[config.mk]
export PLATFORM = sky130hd
export DESIGN_NAME = dcmx_rx
export DESIGN_NICKNAME = d
export VERILOG_FILES = /design/src/rtl/dcmx_pkg.sv /design/src/rtl/dcmx_fall_cap.sv /design/src/rtl/dcmx_code_cvt.sv /design/src/rtl/dcmx_pair.sv /design/src/rtl/dcmx_rx.sv
export SDC_FILE = /design/constraint.sdc
export NUM_CORES = 1
export LEC_CHECK = 0
export ABC_AREA = 1
export CAP_MARGIN = 20
export CORE_MARGIN = 1
export CORE_UTILIZATION = 36
export DETAILED_ROUTE_END_ITERATION = 6
export GPL_TIMING_DRIVEN = 0
export PLACE_DENSITY_LB_ADDON = 0.15
export SLEW_MARGIN = 10
export SYNTH_ARGS = -nofsm -noshare
export SYNTH_HDL_FRONTEND = slang
export SYNTH_HIERARCHICAL = 1
export SYNTH_SLANG_ARGS = --single-unit
[constraint.sdc]
create_clock -name clk -period 1.2 [get_ports clk]
set_clock_uncertainty 0.15 [all_clocks]
set_input_delay 0.3 -clock clk [delete_from_list [all_inputs] [get_ports clk]]
set_output_delay 0.3 -clock clk [all_outputs]
set_load 0.005 [all_outputs]
[src/rtl/dcmx_pkg.sv]
package dcmx_pkg;
   localparam int unsigned CHAN_N = 2;
   localparam int unsigned CH_IDX_A = 0;
   localparam int unsigned CH_IDX_B = 1;

   typedef enum logic {
      PH_B = 1'b0,
      PH_A = 1'b1
   } phase_e;

   function automatic logic ind_matches(input logic ind, input phase_e ph);
      return ind == logic'(ph);
   endfunction
endpackage

[src/rtl/dcmx_fall_cap.sv]
module dcmx_fall_cap
   import dcmx_pkg::*;
#(
   parameter int unsigned DATA_W = 8
) (
   input  logic              clk,
   input  logic              rst_n,
   input  logic [DATA_W-1:0] bus_i,
   input  logic              ind_i,
   output logic [DATA_W-1:0] a_word_o,
   output logic              a_seen_o,
   output logic              fall_err_o
);
   // A phase word is stable around the falling edge
   always_ff @(negedge clk or negedge rst_n) begin
      if (!rst_n) begin
         a_word_o   <= '0;
         a_seen_o   <= 1'b0;
         fall_err_o <= 1'b0;
      end else begin
         a_word_o <= bus_i;
         a_seen_o <= 1'b1;
         if (!ind_matches(ind_i, PH_A)) begin
            fall_err_o <= 1'b1;
         end
      end
   end

   // indicator low at a falling capture must raise the flag
   p_fall_ind_r5: assert property (@(negedge clk) disable iff (!rst_n)
      !ind_i |=> fall_err_o);

   // flag never drops while out of reset
   p_fall_sticky_r5: assert property (@(negedge clk) disable iff (!rst_n)
      fall_err_o |=> fall_err_o);
endmodule

[src/rtl/dcmx_code_cvt.sv]
module dcmx_code_cvt #(
   parameter int unsigned DATA_W     = 8,
   parameter bit          SIGNED_OUT = 1'b1
) (
   input  logic [DATA_W-1:0] raw_i,
   output logic [DATA_W-1:0] cooked_o
);
   localparam logic [DATA_W-1:0] MID = DATA_W'(1) << (DATA_W - 1);

   if (SIGNED_OUT) begin : g_twos
      logic signed [DATA_W:0] ref_v;

      assign cooked_o = {~raw_i[DATA_W-1], raw_i[DATA_W-2:0]};

      // result equals code minus mid-scale
      always_comb begin
         ref_v = $signed({1'b0, raw_i}) - $signed({1'b0, MID});
         p_offset_map_r3: assert (ref_v == $signed({cooked_o[DATA_W-1], cooked_o}))
            else $error("offset map mismatch");
      end
   end else begin : g_raw
      assign cooked_o = raw_i;
   end
endmodule

[src/rtl/dcmx_pair.sv]
module dcmx_pair
   import dcmx_pkg::*;
#(
   parameter int unsigned DATA_W = 8
) (
   input  logic              clk,
   input  logic              rst_n,
   input  logic              ind_i,
   input  logic [DATA_W-1:0] cook_a_i,
   input  logic [DATA_W-1:0] cook_b_i,
   input  logic              a_seen_i,
   input  logic              fall_err_i,
   output logic              vld_o,
   output logic [DATA_W-1:0] pa_o,
   output logic [DATA_W-1:0] pb_o,
   output logic              err_o
);
   logic rise_err;

   // B phase word is stable around the rising edge
   always_ff @(posedge clk or negedge rst_n) begin
      if (!rst_n) begin
         vld_o    <= 1'b0;
         pa_o     <= '0;
         pb_o     <= '0;
         rise_err <= 1'b0;
      end else begin
         vld_o <= a_seen_i;
         if (a_seen_i) begin
            pa_o <= cook_a_i;
            pb_o <= cook_b_i;
         end
         if (!ind_matches(ind_i, PH_B)) begin
            rise_err <= 1'b1;
         end
      end
   end

   assign err_o = rise_err | fall_err_i;

   // indicator high at a rising capture must raise the flag
   p_rise_ind_r5: assert property (@(posedge clk) disable iff (!rst_n)
      ind_i |=> err_o);

   // combined flag is sticky
   p_err_sticky_r5: assert property (@(posedge clk) disable iff (!rst_n)
      err_o |=> err_o);

   // no pair without a prior A capture
   p_vld_armed_r6: assert property (@(posedge clk) disable iff (!rst_n)
      vld_o |-> a_seen_i);

   // data outputs hold while no pair is delivered
   p_hold_r4: assert property (@(posedge clk) disable iff (!rst_n)
      !vld_o |=> (vld_o || ($stable(pa_o) && $stable(pb_o))));
endmodule

[src/rtl/dcmx_rx.sv]
module dcmx_rx
   import dcmx_pkg::*;
#(
   parameter int unsigned DATA_W     = 8,
   parameter bit          SIGNED_OUT = 1'b1,
   parameter int unsigned CONV_LAT   = 5,
   parameter int unsigned LAT_W      = $clog2(CONV_LAT + 1)
) (
   input  logic              clk,
   input  logic              rst_n,
   input  logic [DATA_W-1:0] adc_d,
   input  logic              adc_ind,
   output logic              pair_vld,
   output logic [DATA_W-1:0] pair_a,
   output logic [DATA_W-1:0] pair_b,
   output logic              align_err,
   output logic [LAT_W-1:0]  lat_cyc
);
   if (DATA_W < 2) begin : g_bad_width
      $error("DATA_W must be at least 2");
   end
   if (LAT_W < $clog2(CONV_LAT + 1)) begin : g_bad_lat
      $error("LAT_W too narrow for CONV_LAT");
   end

   logic [DATA_W-1:0] raw_w  [CHAN_N];
   logic [DATA_W-1:0] cook_w [CHAN_N];
   logic              a_seen;
   logic              fall_err;
   logic [DATA_W-1:0] a_word;

   dcmx_fall_cap #(.DATA_W(DATA_W)) u_fall (
      .clk        (clk),
      .rst_n      (rst_n),
      .bus_i      (adc_d),
      .ind_i      (adc_ind),
      .a_word_o   (a_word),
      .a_seen_o   (a_seen),
      .fall_err_o (fall_err)
   );

   assign raw_w[CH_IDX_A] = a_word;
   assign raw_w[CH_IDX_B] = adc_d;

   for (genvar c = 0; c < CHAN_N; c++) begin : g_cvt
      dcmx_code_cvt #(.DATA_W(DATA_W), .SIGNED_OUT(SIGNED_OUT)) u_cvt (
         .raw_i    (raw_w[c]),
         .cooked_o (cook_w[c])
      );
   end

   dcmx_pair #(.DATA_W(DATA_W)) u_pair (
      .clk        (clk),
      .rst_n      (rst_n),
      .ind_i      (adc_ind),
      .cook_a_i   (cook_w[CH_IDX_A]),
      .cook_b_i   (cook_w[CH_IDX_B]),
      .a_seen_i   (a_seen),
      .fall_err_i (fall_err),
      .vld_o      (pair_vld),
      .pa_o       (pair_a),
      .pb_o       (pair_b),
      .err_o      (align_err)
   );

   assign lat_cyc = LAT_W'(CONV_LAT);

   // reset leaves no strobe or flag behind
   p_reset_clear_r8: assert property (@(posedge clk)
      !rst_n |-> (!pair_vld && !align_err));
endmodule

# Word-level counts from Yosys, hierarchy flattened
# Cells that the tools add are included.
[op_classes] n_bitwise=3
[ops] op="$not A1 Y1" count=2
[ops] op="$or A1 B1 Y1" count=1
[totals] word_cells=10 reg_bits=28 out_inout_bits=21 input_bits=11

# Depth between registers and ports, before layout
[depth] ltp_word=1 mapped_depth=5 depth_no_buf=3

# Hierarchy
# Netlist, hierarchy kept.
[by_module_without_submodules] mod="dcmx_pair" area_each_um2=706.9 seq_area_each_um2=450.4 cells_per_inst=72 instances=1
[by_module_without_submodules] mod="dcmx_fall_cap" area_each_um2=261.5 seq_area_each_um2=250.2 cells_per_inst=13 instances=1
[by_module_without_submodules] mod="dcmx_code_cvt" area_each_um2=56.3 seq_area_each_um2=0.0 cells_per_inst=8 instances=2
[by_module_without_submodules] mod="dcmx_rx" area_each_um2=30.0 seq_area_each_um2=0.0 cells_per_inst=5 instances=1

==> metrics.md <==
| Metric | Value |
|---|---|
| Max-Cap Viols | `0` |
| CTS Buf Count | `3` |
| Post-Syn Area | `0.00111 sq mm` |
| DPL Wire Length | `1280 um` |
| Area Growth Syn to Fin | `56.3%` |
| Clock root cell | `clkbuf_4` |
| Synth cell types | `11` |
| Die area | `0.00331 sq mm` |
| Post-DR vias/cell | `4.13` |
| CP bufs+invs | `1` |
| Syn Inst Count | `106` |
| Critical Path RT | `0.75 ns` |
| Hold_sp | `adc_d[7]` |
| Asr flop ratio synth | `100%` |
| Post-synthesis sequential area ratio | `63.1%` |
| Worst setup EP type | `output pin` |
| IO buf count | `28` |
| H-tree Lvls | `1` |
| Initial antenna violation count | `0` |
| Tightest Hold Check Type | `input pin to flop` |
| Area contributors post-synth | `dfrtp_1, dfrtn_1, nand2_1, buf_4, nand2_2` |
| Sw Ratio | `22.8%` |
| Largest delay contributor family on the critical path | `flip-flops` |
| Synth Area per Inst | `10.5 sq um` |
| Area share of the leading cell type in the synthesized netlist | `40.5%` |
| Pwr Density | `1170 mW/mm^2` |
| DR iter-0 viols | `15` |
| Crit Path Category | `flop to output pin` |
| Sequence of cells on the critical path | `or2_4 -> buf_6` |
| Final global-route overflow total | `0` |
| Sink Count | `28` |
| Setup slack, reg-to-reg | `-0.54 ns` |
| Top-count cell post-synth | `nand2_1` |
| Routability Congestion | `0.747` |
| Yosys top cell by area | `dfrtp_1` |
| R2r startpoint | `u_fall/a_seen_o$_DFF_NN0_` |
| Top FF cell, synth | `dfrtp_1` |
| Fin cells | `196` |
| Share of cells above drive strength 1 | `59.4%` |
| Final setup margin | `-0.868 ns` |
| # placed instances | `167` |
| FF+latch count, synth | `28` |
| Row count | `19` |
| First-pass GRT wire length | `3710 um` |
| Initial Utilization | `approximately two fifths` |
| Hold violation total from the final report | `0` |
| GRT Util Overall | `15.3%` |
| RSZ-0062 raised after global routing | `true` |
| CTS tree | `yes` |
| Net Switching | `463 uW` |
| YS warnings | `6` |
| P_leak | `0.960 nW` |
| Number of flops mapped to enable cells by yosys | `0` |
| CP max stage cell | `dfrtn_1` |
| Core region area | `0.00283 sq mm` |
| Total number of vias | `between 800 and 900` |
| Final wirelength | `~2300 um` |
| Maximum vdd ir drop | `0.000678 V` |
| I/O pin cnt | `32` |
| Clock transition at the registers of the reported paths | `0.15 ns` |
| CP peak stage delay | `0.37 ns` |
| Setup TNS | `-10.96 ns` |
| Vias in the first global route | `817` |
| CP Launch Type | `flop` |
| ANT nets after route | `0` |
| Status | `finished with violations` |
| Internal | `~1.6 mW` |
| Inserted Diodes | `0` |
| Worst hold endpoint | `u_pair/pb_o[7]$_DFFE_PN0P_` |
| Final Setup Violations | `35` |
| Clock buffer depth | `2` |
| # nets final | `177` |
| Clock network fraction of design power | `a little under a third` |
| Drt pass-1 iters | `5` |
| R2R depth | `5` |
| Comb pwr share | `18.8%` |
| Reg-to-reg endpoint | `u_pair/pa_o[2]$_DFFE_PN0P_` |
| Pin count of the biggest net entering global routing | `17` |
| Fill cell count | `255` |
| Post-synth top cells | `nand2_1, dfrtp_1, buf_4, dfrtn_1, nand2_2` |
| Die Ht | `about 58 um` |
| Worst path arrival time | `1.62 ns` |
| Hold Path Cell Cnt | `4` |
| Failing checks | `design-rule violations, negative setup slack` |
| WL/cell | `11.9 um` |
| Die Span X | `approximately 58 um` |
| Fin. max-slew vios | `0` |
| Sequential fraction of design power | `51.0%` |
| Clock Latency Late Sink | `0.31 ns` |
| DRC Markers | `2` |
| Crit Path Max Fanout | `2` |
[worst register-to-register path, stage by stage, from the launching register on]
cell	delay, ns
dfrtn_1	0.45
buf_6	0.13
buf_6	0.13
buf_8	0.14
nand2_2	0.05
nand2_1	0.05
[power groups by stage]
stage,Combinational [mW],Clock [mW],Sequential [mW]
detailed placement,0.299,0,1.06
CTS,0.336,0.633,1.04
floorplan,0.116,0,1.07
global route,0.417,0.674,1.05
finish,0.383,0.614,1.04
global placement,0.289,0,1.06
[logic make-up (layout without fill, tap and decap cells)]
| kind of cell | after synthesis | in the layout | synth area share (%) |
|---|---|---|---|
| AND/OR/NAND/NOR | 51 | 51 | 18.8 |
| flip-flops | 28 | 28 | 63.1 |
| buffers and inverters | 24 | 82 | 17.1 |
| other | 3 | 4 | 1.01 |
[cell usage in the layout (no fill, tap or decap), types with 2 or more instances in the layout]
cell	n
buf_4	33
nand2_2	23
nand2_1	21
dfrtp_1	18
buf_2	17
dfrtn_1	10
dlygate4sd2_1	9
buf_6	8
nand2_4	5
conb_1	4
clkbuf_4	3
inv_1	3
buf_8	2
[layer usage]
metal / track usage [%] / share of wire [%] / up-vias
met5: 0 / 0 / -
met1: 18.7 / 42 / 383
li1: - / - / 407
met3: 2.27 / 4.4 / 2
met4: 6.27 / 0.95 / 0
met2: 26.9 / 52 / 17
[sequential cells by signal (all words and copies together) (netlist names)]
signal             count
u_pair/pb_o            8
u_fall/a_word_o        8
u_pair/vld_o           1
u_pair/pa_o            8
u_pair/rise_err        1
u_fall/fall_err_o      1
u_fall/a_seen_o        1
[timing repair]
action	CTS	global route
hold buffers	2	0
cloned	2	0
setup endpoints to repair	54	45
endpoints found under the hold margin	8	0
buffers inserted	13	9
pin swaps	18	3
gates resized for setup	111	11
[through the flow]
stage	util (%)	instance area [sq um]	setup WS (ns)	hold WS (ns)	power, mW
final	61.4	1740	-0.868	0.177	2.04
after floorplan	-	1120	-0.451	-0.146	1.18
after detailed placement	51.6	1460	-0.848	0.281	1.36
after global routing	61.4	1740	-0.906	0.178	2.14
after global placement	51.0	1440	-1.24	0.272	1.35
after CTS	57.9	1640	-0.877	0.167	2.01
[how the worst max path moves through the flow]
stage	startpoint	end	slack [ns]	cells past startpoint
2_1_floorplan	u_fall/a_seen_o$_DFF_NN0_	u_pair/pa_o[3]$_DFFE_PN0P_	-0.45	5
3_3_place_gp	rst_n	u_fall/a_word_o[7]$_DFF_NN0_	-1.24	1
3_5_place_dp	u_fall/fall_err_o$_DFFE_NN0N_	align_err	-0.85	2
4_1_cts	u_fall/fall_err_o$_DFFE_NN0N_	align_err	-0.88	2
5_1_grt	u_fall/fall_err_o$_DFFE_NN0N_	align_err	-0.91	2
6_report	u_fall/fall_err_o$_DFFE_NN0N_	align_err	-0.87	2
[area by class of cell]
type | instances | area (sq um) | area share (%)
sequential | 28 | 701 | 40.3
timing repair buffer | 54 | 439 | 25.3
multi-input combinational | 55 | 309 | 17.8
buffer | 20 | 174 | 10.0
tap | 31 | 38.8 | 2.23
clock inverter | 1 | 30.0 | 1.73
clock buffer | 3 | 22.5 | 1.30
inverter | 4 | 22.5 | 1.30
Power figures use the tool's default switching activity.
